[src/rtl/gpio_pkg.sv]
package gpio_pkg;

    typedef enum logic [1:0] {
        TRIG_RISE  = 2'd0,
        TRIG_FALL  = 2'd1,
        TRIG_BOTH  = 2'd2,
        TRIG_LEVEL = 2'd3
    } trig_e;

    // word index taken from address bits [3:2]
    localparam logic [1:0] SEL_DATA = 2'd0;
    localparam logic [1:0] SEL_DIR  = 2'd1;
    localparam logic [1:0] SEL_MASK = 2'd2;
    localparam logic [1:0] SEL_CAP  = 2'd3;

    localparam int BUS_W = 32;

endpackage

[src/rtl/gpio_in_sync.sv]
module gpio_in_sync #(
    parameter int N = 32
) (
    input  logic         clk,
    input  logic         rst_n,
    input  logic [N-1:0] pad_i,
    output logic [N-1:0] cur_o,
    output logic [N-1:0] rise_o,
    output logic [N-1:0] fall_o
);

    typedef struct packed {
        logic [N-1:0] meta;
        logic [N-1:0] cur;
        logic [N-1:0] prev;
    } sync_t;

    sync_t st_d, st_q;

    always_comb begin
        st_d      = st_q;
        st_d.meta = pad_i;
        st_d.cur  = st_q.meta;
        st_d.prev = st_q.cur;
    end

    always_ff @(posedge clk) begin
        if (!rst_n) st_q <= '0;
        else        st_q <= st_d;
    end

    assign cur_o  = st_q.cur;
    assign rise_o = st_q.cur & ~st_q.prev;
    assign fall_o = ~st_q.cur & st_q.prev;

endmodule

[src/rtl/gpio_capture.sv]
module gpio_capture #(
    parameter int             N    = 32,
    parameter gpio_pkg::trig_e TRIG = gpio_pkg::TRIG_RISE
) (
    input  logic         clk,
    input  logic         rst_n,
    input  logic [N-1:0] rise_i,
    input  logic [N-1:0] fall_i,
    input  logic [N-1:0] clr_i,
    output logic [N-1:0] cap_o
);
    import gpio_pkg::*;

    typedef struct packed {
        logic [N-1:0] cap;
    } cap_t;

    cap_t         st_d, st_q;
    logic [N-1:0] edge_ev;

    always_comb begin
        unique case (TRIG)
            TRIG_RISE: edge_ev = rise_i;
            TRIG_FALL: edge_ev = fall_i;
            TRIG_BOTH: edge_ev = rise_i | fall_i;
            default:   edge_ev = '0;
        endcase
    end

    // a fresh edge outranks a clear in the same cycle
    always_comb begin
        st_d     = st_q;
        st_d.cap = (st_q.cap & ~clr_i) | edge_ev;
    end

    always_ff @(posedge clk) begin
        if (!rst_n) st_q <= '0;
        else        st_q <= st_d;
    end

    assign cap_o = st_q.cap;

    assert_cap_set_R6: assert property (@(posedge clk) disable iff (!rst_n)
        (edge_ev != '0) |=> ((st_q.cap & $past(edge_ev)) == $past(edge_ev)));

    assert_cap_hold_R7: assert property (@(posedge clk) disable iff (!rst_n)
        rst_n |=> ((($past(st_q.cap) & ~$past(clr_i)) & ~st_q.cap) == '0));

    assert_level_nocap_R11: assert property (@(posedge clk) disable iff (!rst_n)
        (TRIG == TRIG_LEVEL) |-> (st_q.cap == '0));

endmodule

[src/rtl/gpio_regs.sv]
module gpio_regs #(
    parameter int N      = 32,
    parameter int ADDR_W = 4
) (
    input  logic              clk,
    input  logic              rst_n,
    input  logic [ADDR_W-1:0] addr_i,
    input  logic              we_i,
    input  logic [31:0]       wdata_i,
    input  logic              re_i,
    input  logic [N-1:0]      pad_sync_i,
    input  logic [N-1:0]      cap_i,
    output logic [31:0]       rdata_o,
    output logic [N-1:0]      out_o,
    output logic [N-1:0]      dir_o,
    output logic [N-1:0]      mask_o,
    output logic [N-1:0]      view_o,
    output logic [N-1:0]      cap_clr_o
);
    import gpio_pkg::*;

    typedef struct packed {
        logic [N-1:0] outl;
        logic [N-1:0] dir;
        logic [N-1:0] mask;
        logic [31:0]  rdata;
    } regs_t;

    regs_t        st_d, st_q;
    logic [1:0]   sel;
    logic [N-1:0] wlo;
    logic [N-1:0] view;
    logic [N-1:0] rsel;
    logic [31:0]  unused_hi;

    assign sel       = addr_i[3:2];
    assign wlo       = wdata_i[N-1:0];
    assign unused_hi = wdata_i ^ {{(32-ADDR_W){1'b0}}, addr_i};
    assign view      = (st_q.outl & st_q.dir) | (pad_sync_i & ~st_q.dir);

    always_comb begin
        unique case (sel)
            SEL_DATA: rsel = view;
            SEL_DIR:  rsel = st_q.dir;
            SEL_MASK: rsel = st_q.mask;
            default:  rsel = cap_i;
        endcase
    end

    always_comb begin
        st_d = st_q;
        if (we_i) begin
            unique case (sel)
                SEL_DATA: st_d.outl = wlo;
                SEL_DIR:  st_d.dir  = wlo;
                SEL_MASK: st_d.mask = wlo;
                default:  ;
            endcase
        end
        if (re_i) begin
            st_d.rdata         = '0;
            st_d.rdata[N-1:0]  = rsel;
        end
    end

    always_ff @(posedge clk) begin
        if (!rst_n) st_q <= '0;
        else        st_q <= st_d;
    end

    assign rdata_o   = st_q.rdata;
    assign out_o     = st_q.outl;
    assign dir_o     = st_q.dir;
    assign mask_o    = st_q.mask;
    assign view_o    = view;
    assign cap_clr_o = (we_i && sel == SEL_CAP) ? wlo : '0;

    assert_out_latch_R4: assert property (@(posedge clk) disable iff (!rst_n)
        (we_i && sel == SEL_DATA) |=> (st_q.outl == $past(wlo)));

endmodule

[src/rtl/gpio_edge_cap.sv]
module gpio_edge_cap #(
    parameter int              N_PINS = 32,
    parameter int              ADDR_W = 4,
    parameter gpio_pkg::trig_e TRIG   = gpio_pkg::TRIG_RISE
) (
    input  logic              clk,
    input  logic              rst_n,
    input  logic [ADDR_W-1:0] bus_addr,
    input  logic              bus_we,
    input  logic [31:0]       bus_wdata,
    input  logic              bus_re,
    output logic [31:0]       bus_rdata,
    input  logic [N_PINS-1:0] pin_in,
    output logic [N_PINS-1:0] pin_out,
    output logic [N_PINS-1:0] pin_oe,
    output logic              irq
);
    import gpio_pkg::*;

    logic [N_PINS-1:0] cur, rise, fall, cap, clr, mask, view;

    gpio_in_sync #(.N(N_PINS)) u_sync (
        .clk(clk), .rst_n(rst_n), .pad_i(pin_in),
        .cur_o(cur), .rise_o(rise), .fall_o(fall)
    );

    gpio_capture #(.N(N_PINS), .TRIG(TRIG)) u_cap (
        .clk(clk), .rst_n(rst_n), .rise_i(rise), .fall_i(fall),
        .clr_i(clr), .cap_o(cap)
    );

    gpio_regs #(.N(N_PINS), .ADDR_W(ADDR_W)) u_regs (
        .clk(clk), .rst_n(rst_n), .addr_i(bus_addr), .we_i(bus_we),
        .wdata_i(bus_wdata), .re_i(bus_re), .pad_sync_i(cur), .cap_i(cap),
        .rdata_o(bus_rdata), .out_o(pin_out), .dir_o(pin_oe),
        .mask_o(mask), .view_o(view), .cap_clr_o(clr)
    );

    generate
        if (TRIG == TRIG_LEVEL) begin : g_level
            assign irq = |(view & mask);
        end else begin : g_edge
            assign irq = |(cap & mask);
        end
    endgenerate

    assert_irq_masked_R10: assert property (@(posedge clk) disable iff (!rst_n)
        irq |-> (mask != '0));

endmodule

[config.mk]
export PLATFORM = sky130hd
export DESIGN_NAME = gpio_edge_cap
export DESIGN_NICKNAME = d
export VERILOG_FILES = /design/src/rtl/gpio_pkg.sv /design/src/rtl/gpio_in_sync.sv /design/src/rtl/gpio_capture.sv /design/src/rtl/gpio_regs.sv /design/src/rtl/gpio_edge_cap.sv
export SDC_FILE = /design/constraint.sdc
export NUM_CORES = 1
export LEC_CHECK = 0
export ABC_AREA = 1
export BUFFER_PORTS_ARGS = -buffer_cell sky130_fd_sc_hd__buf_2
export CORE_MARGIN = 10
export CORE_UTILIZATION = 50
export DETAILED_ROUTE_END_ITERATION = 8
export HOLD_SLACK_MARGIN = 0.15
export PLACE_DENSITY = 0.81
export REMOVE_ABC_BUFFERS = 1
export SYNTH_ARGS = -nofsm -noshare
export SYNTH_HDL_FRONTEND = slang
export SYNTH_HIERARCHICAL = 1
export SYNTH_SLANG_ARGS = --single-unit
[constraint.sdc]
create_clock -name clk -period 1.9 [get_ports clk]
set_clock_uncertainty 0.2 [all_clocks]
set_input_delay 0.285 -clock clk [delete_from_list [all_inputs] [get_ports clk]]
set_output_delay 0.285 -clock clk [all_outputs]
set_load 0.02 [all_outputs]
==> metrics.md <==
| Metric | Value |
|---|---|
| Root Driver | clkbuf_16 |
| Max cap viols | 0 |
| Row Count | 53 |
| Crit-path max FO | 3 |
| Post-route total power | ~13 mW |
| Share of cells above drive strength 1 | 0.205 |
| Reg-to-reg startpoint | u_regs/dir_o[28]$_SDFFE_PN0P_ |
| RSZ-0062 raised after global routing | yes |
| Final Hold Fails | 0 |
| Worst IR drop on VDD | 734 uV |
| Wire per inst | 14.9 um |
| Sw frac | 0.251 |
| Routed Wire Length | just over 30000 um |
| Largest net degree at the start of global routing | 45 |
| Layout area overhead | 30.4% |
| Total placed cells including tap cells | approximately 1900 |
| Number of antenna violations at the first check in global routing | 5 |
| Worst hold path class | in2reg |
| Register area | roughly 5100 um2 |
| Fill count | 1683 |
| Max stage delay on crit path | 330 ps |
| P_int | 9.55 mW |
| Final slew viol count | 0 |
| Vias | 10300 |
| Worst rel slew slack | 0.762 |
| DR pass1 iterations | 5 |
| NetSw | about 3.2 mW |
| Failing checks | negative setup slack |
| CTS buffer count | 27 |
| Worst Hold Launch | bus_addr[2] |
| Crit path top cell by count | nand2_1 |
| CTS H-tree depth | 1 |
| PD cells | 902 nW/um2 |
| Critical path type | reg2out |
| Critical Path RT | between 1000 and 1500 ps |
| Cells after Synth | 1534 |
| Clk_lat worst skew | 520 ps |
| Initial core utilization | 0.513 |
| Die area | between 20000 and 30000 um2 |
| Ys Warns | 6 |
| Die W | 167 um |
| First-pass GRT wire length | 50000 um |
| Measured slew at the worst slew-check pin | approximately 360 ps |
| Die Ht | about 170 um |
| Crit. End Element | primary output |
| Fin cells | 2086 |
| Clock transition at path regs | 60 ps |
| CTS max path bufs | 3 |
| PortBufs | 166 |
| Critical Path Slowest Stage Cell | dfxtp_1 |
| Cell Area, Synth | around 11000 um2 |
| Avg Cell Area, Syn | 7.07 um2 |
| CORE AREA | 21200 um2 |
| Area occupied by multi-input gates | ~4000 um2 |
| Minimum clock period | 1980 ps |
| Post-route ant nets | 0 |
| Initial drt markers | 836 |
| Reg power frac | 0.455 |
| Outcome | finished, violations left |
| Final Setup Violations | 1 |
| Fin crit share | 1.04 |
| Combinational power share | 0.126 |
| Clock Sinks | 256 |
| Final #Nets | roughly 1900 |
| Clock network power share | 0.419 |
| Startpoint Class | register |
| PnR worst setup slack | -81.7 ps |
| Final core occ | 0.668 |
| CP cell instances | nand2_1, nand2_1, nor2_1, nand2_1, nor2_1, nand2_1, buf_6 |
| CTS tree | built |
| GRT Total Usage | 0.210 |
| Dpl hpwl | 18700 um |
| Drc violations | 0 |
| I/O pin cnt | 169 |
| Number of vias per cell | 4.93 |
| Gpl congestion | between 0.8 and 0.9 |
| Peak Freq | 505 MHz |
| LEAKAGE | 7.13 nW |
| CP arrival | approximately 1500 ps |
| CP Launch Point | u_cap/cap_o[16]$_SDFF_PN0_ |
| GRT overflow | 0 |
| Vias in the first global route | 10400 |
==> final timing paths <==
check                                          to  slack (ps)  depth (start not counted)
setup reg to reg  u_regs/rdata_o[28]$_SDFFE_PN0P_         130                          6
setup / recovery                              irq         -80                          7
hold / removal    u_regs/rdata_o[26]$_SDFFE_PN0P_         180                          6
hold reg to reg       u_sync/cur_o[27]$_SDFF_PN0_         210                          2
==> layout by cell type, fill, tap and decap left out, types with 3 or more instances in the layout <==
master	n
a21oi_1	130
a21oi_2	30
buf_12	17
buf_2	164
buf_4	20
bufinv_16	3
clkbuf_1	3
clkbuf_16	28
clkbuf_8	6
clkinv_2	7
dfxtp_1	240
dfxtp_2	16
diode_2	4
dlygate4sd3_1	125
inv_1	279
inv_2	13
nand2_1	345
nand2_2	21
nand3_1	32
nor2_1	158
o21ai_0	81
o21ai_1	35
or2_0	5
or2_2	36
==> cell type report <==
class,instances,area share
repair buffers,329,0.185
flip-flops and latches,256,0.364
clock buffers,36,0.0544
inverters,293,0.0778
multi-input cells,882,0.284
diodes,4,0.000708
well taps,275,0.0243
clock inverters,11,0.00947
==> stage by stage <==
step / setup slack (ps) / cell area (um2) / setup TNS (ps) / hold slack [ps]
3_5_place_dp: 188 / 11800 / 0 / 195
2_1_floorplan: 163 / 10200 / 0 / 173
3_3_place_gp: 228 / 11800 / 0 / 192
6_report: -81.7 / 14100 / -81.7 / 178
4_1_cts: -101 / 14000 / -101 / 151
5_1_grt: -204 / 14100 / -204 / 193
==> worst max-delay path, delay by kind of cell, from the launching register on <==
family	cells	cell delay, ps
and+or+nand+nor	6	510
DFF	1	330
buffers and inverters	1	130
==> state kept, by name, summed over array words and instances, names as in the netlist <==
signal / count
u_cap/cap_o: 32
u_regs/dir_o: 32
u_regs/mask_o: 32
u_regs/out_o: 32
u_regs/rdata_o: 32
u_sync/cur_o: 32
u_sync/st_d: 32
u_sync/st_q: 32
==> timing repair <==
item                                    CTS  global route
gates resized for setup                  19            18
hold endpoints to repair                235             0
hold buffers                            126             0
cloned                                    0             1
pin swaps                                12            12
endpoints found under the setup margin    1            21
buffers inserted                          4             2
==> power by group through the flow <==
stage	clock network (mW)	logic [mW]	registers, mW
finish	5.35	1.60	5.80
floorplan	0	0.622	6.01
CTS	5.41	1.55	5.79
global route	5.64	1.76	5.83
detailed placement	0	1.33	5.91
global placement	0	1.30	5.90
==> layer usage <==
metal  wire length [um]  share of wire  global-route usage
met5                 11        0.00035                   0
met4               1410          0.045               0.107
met3               2140          0.069              0.0442
met2              14900           0.48               0.366
met1              12600           0.41               0.236
No activity file was read; power rests on OpenSTA's default activity.
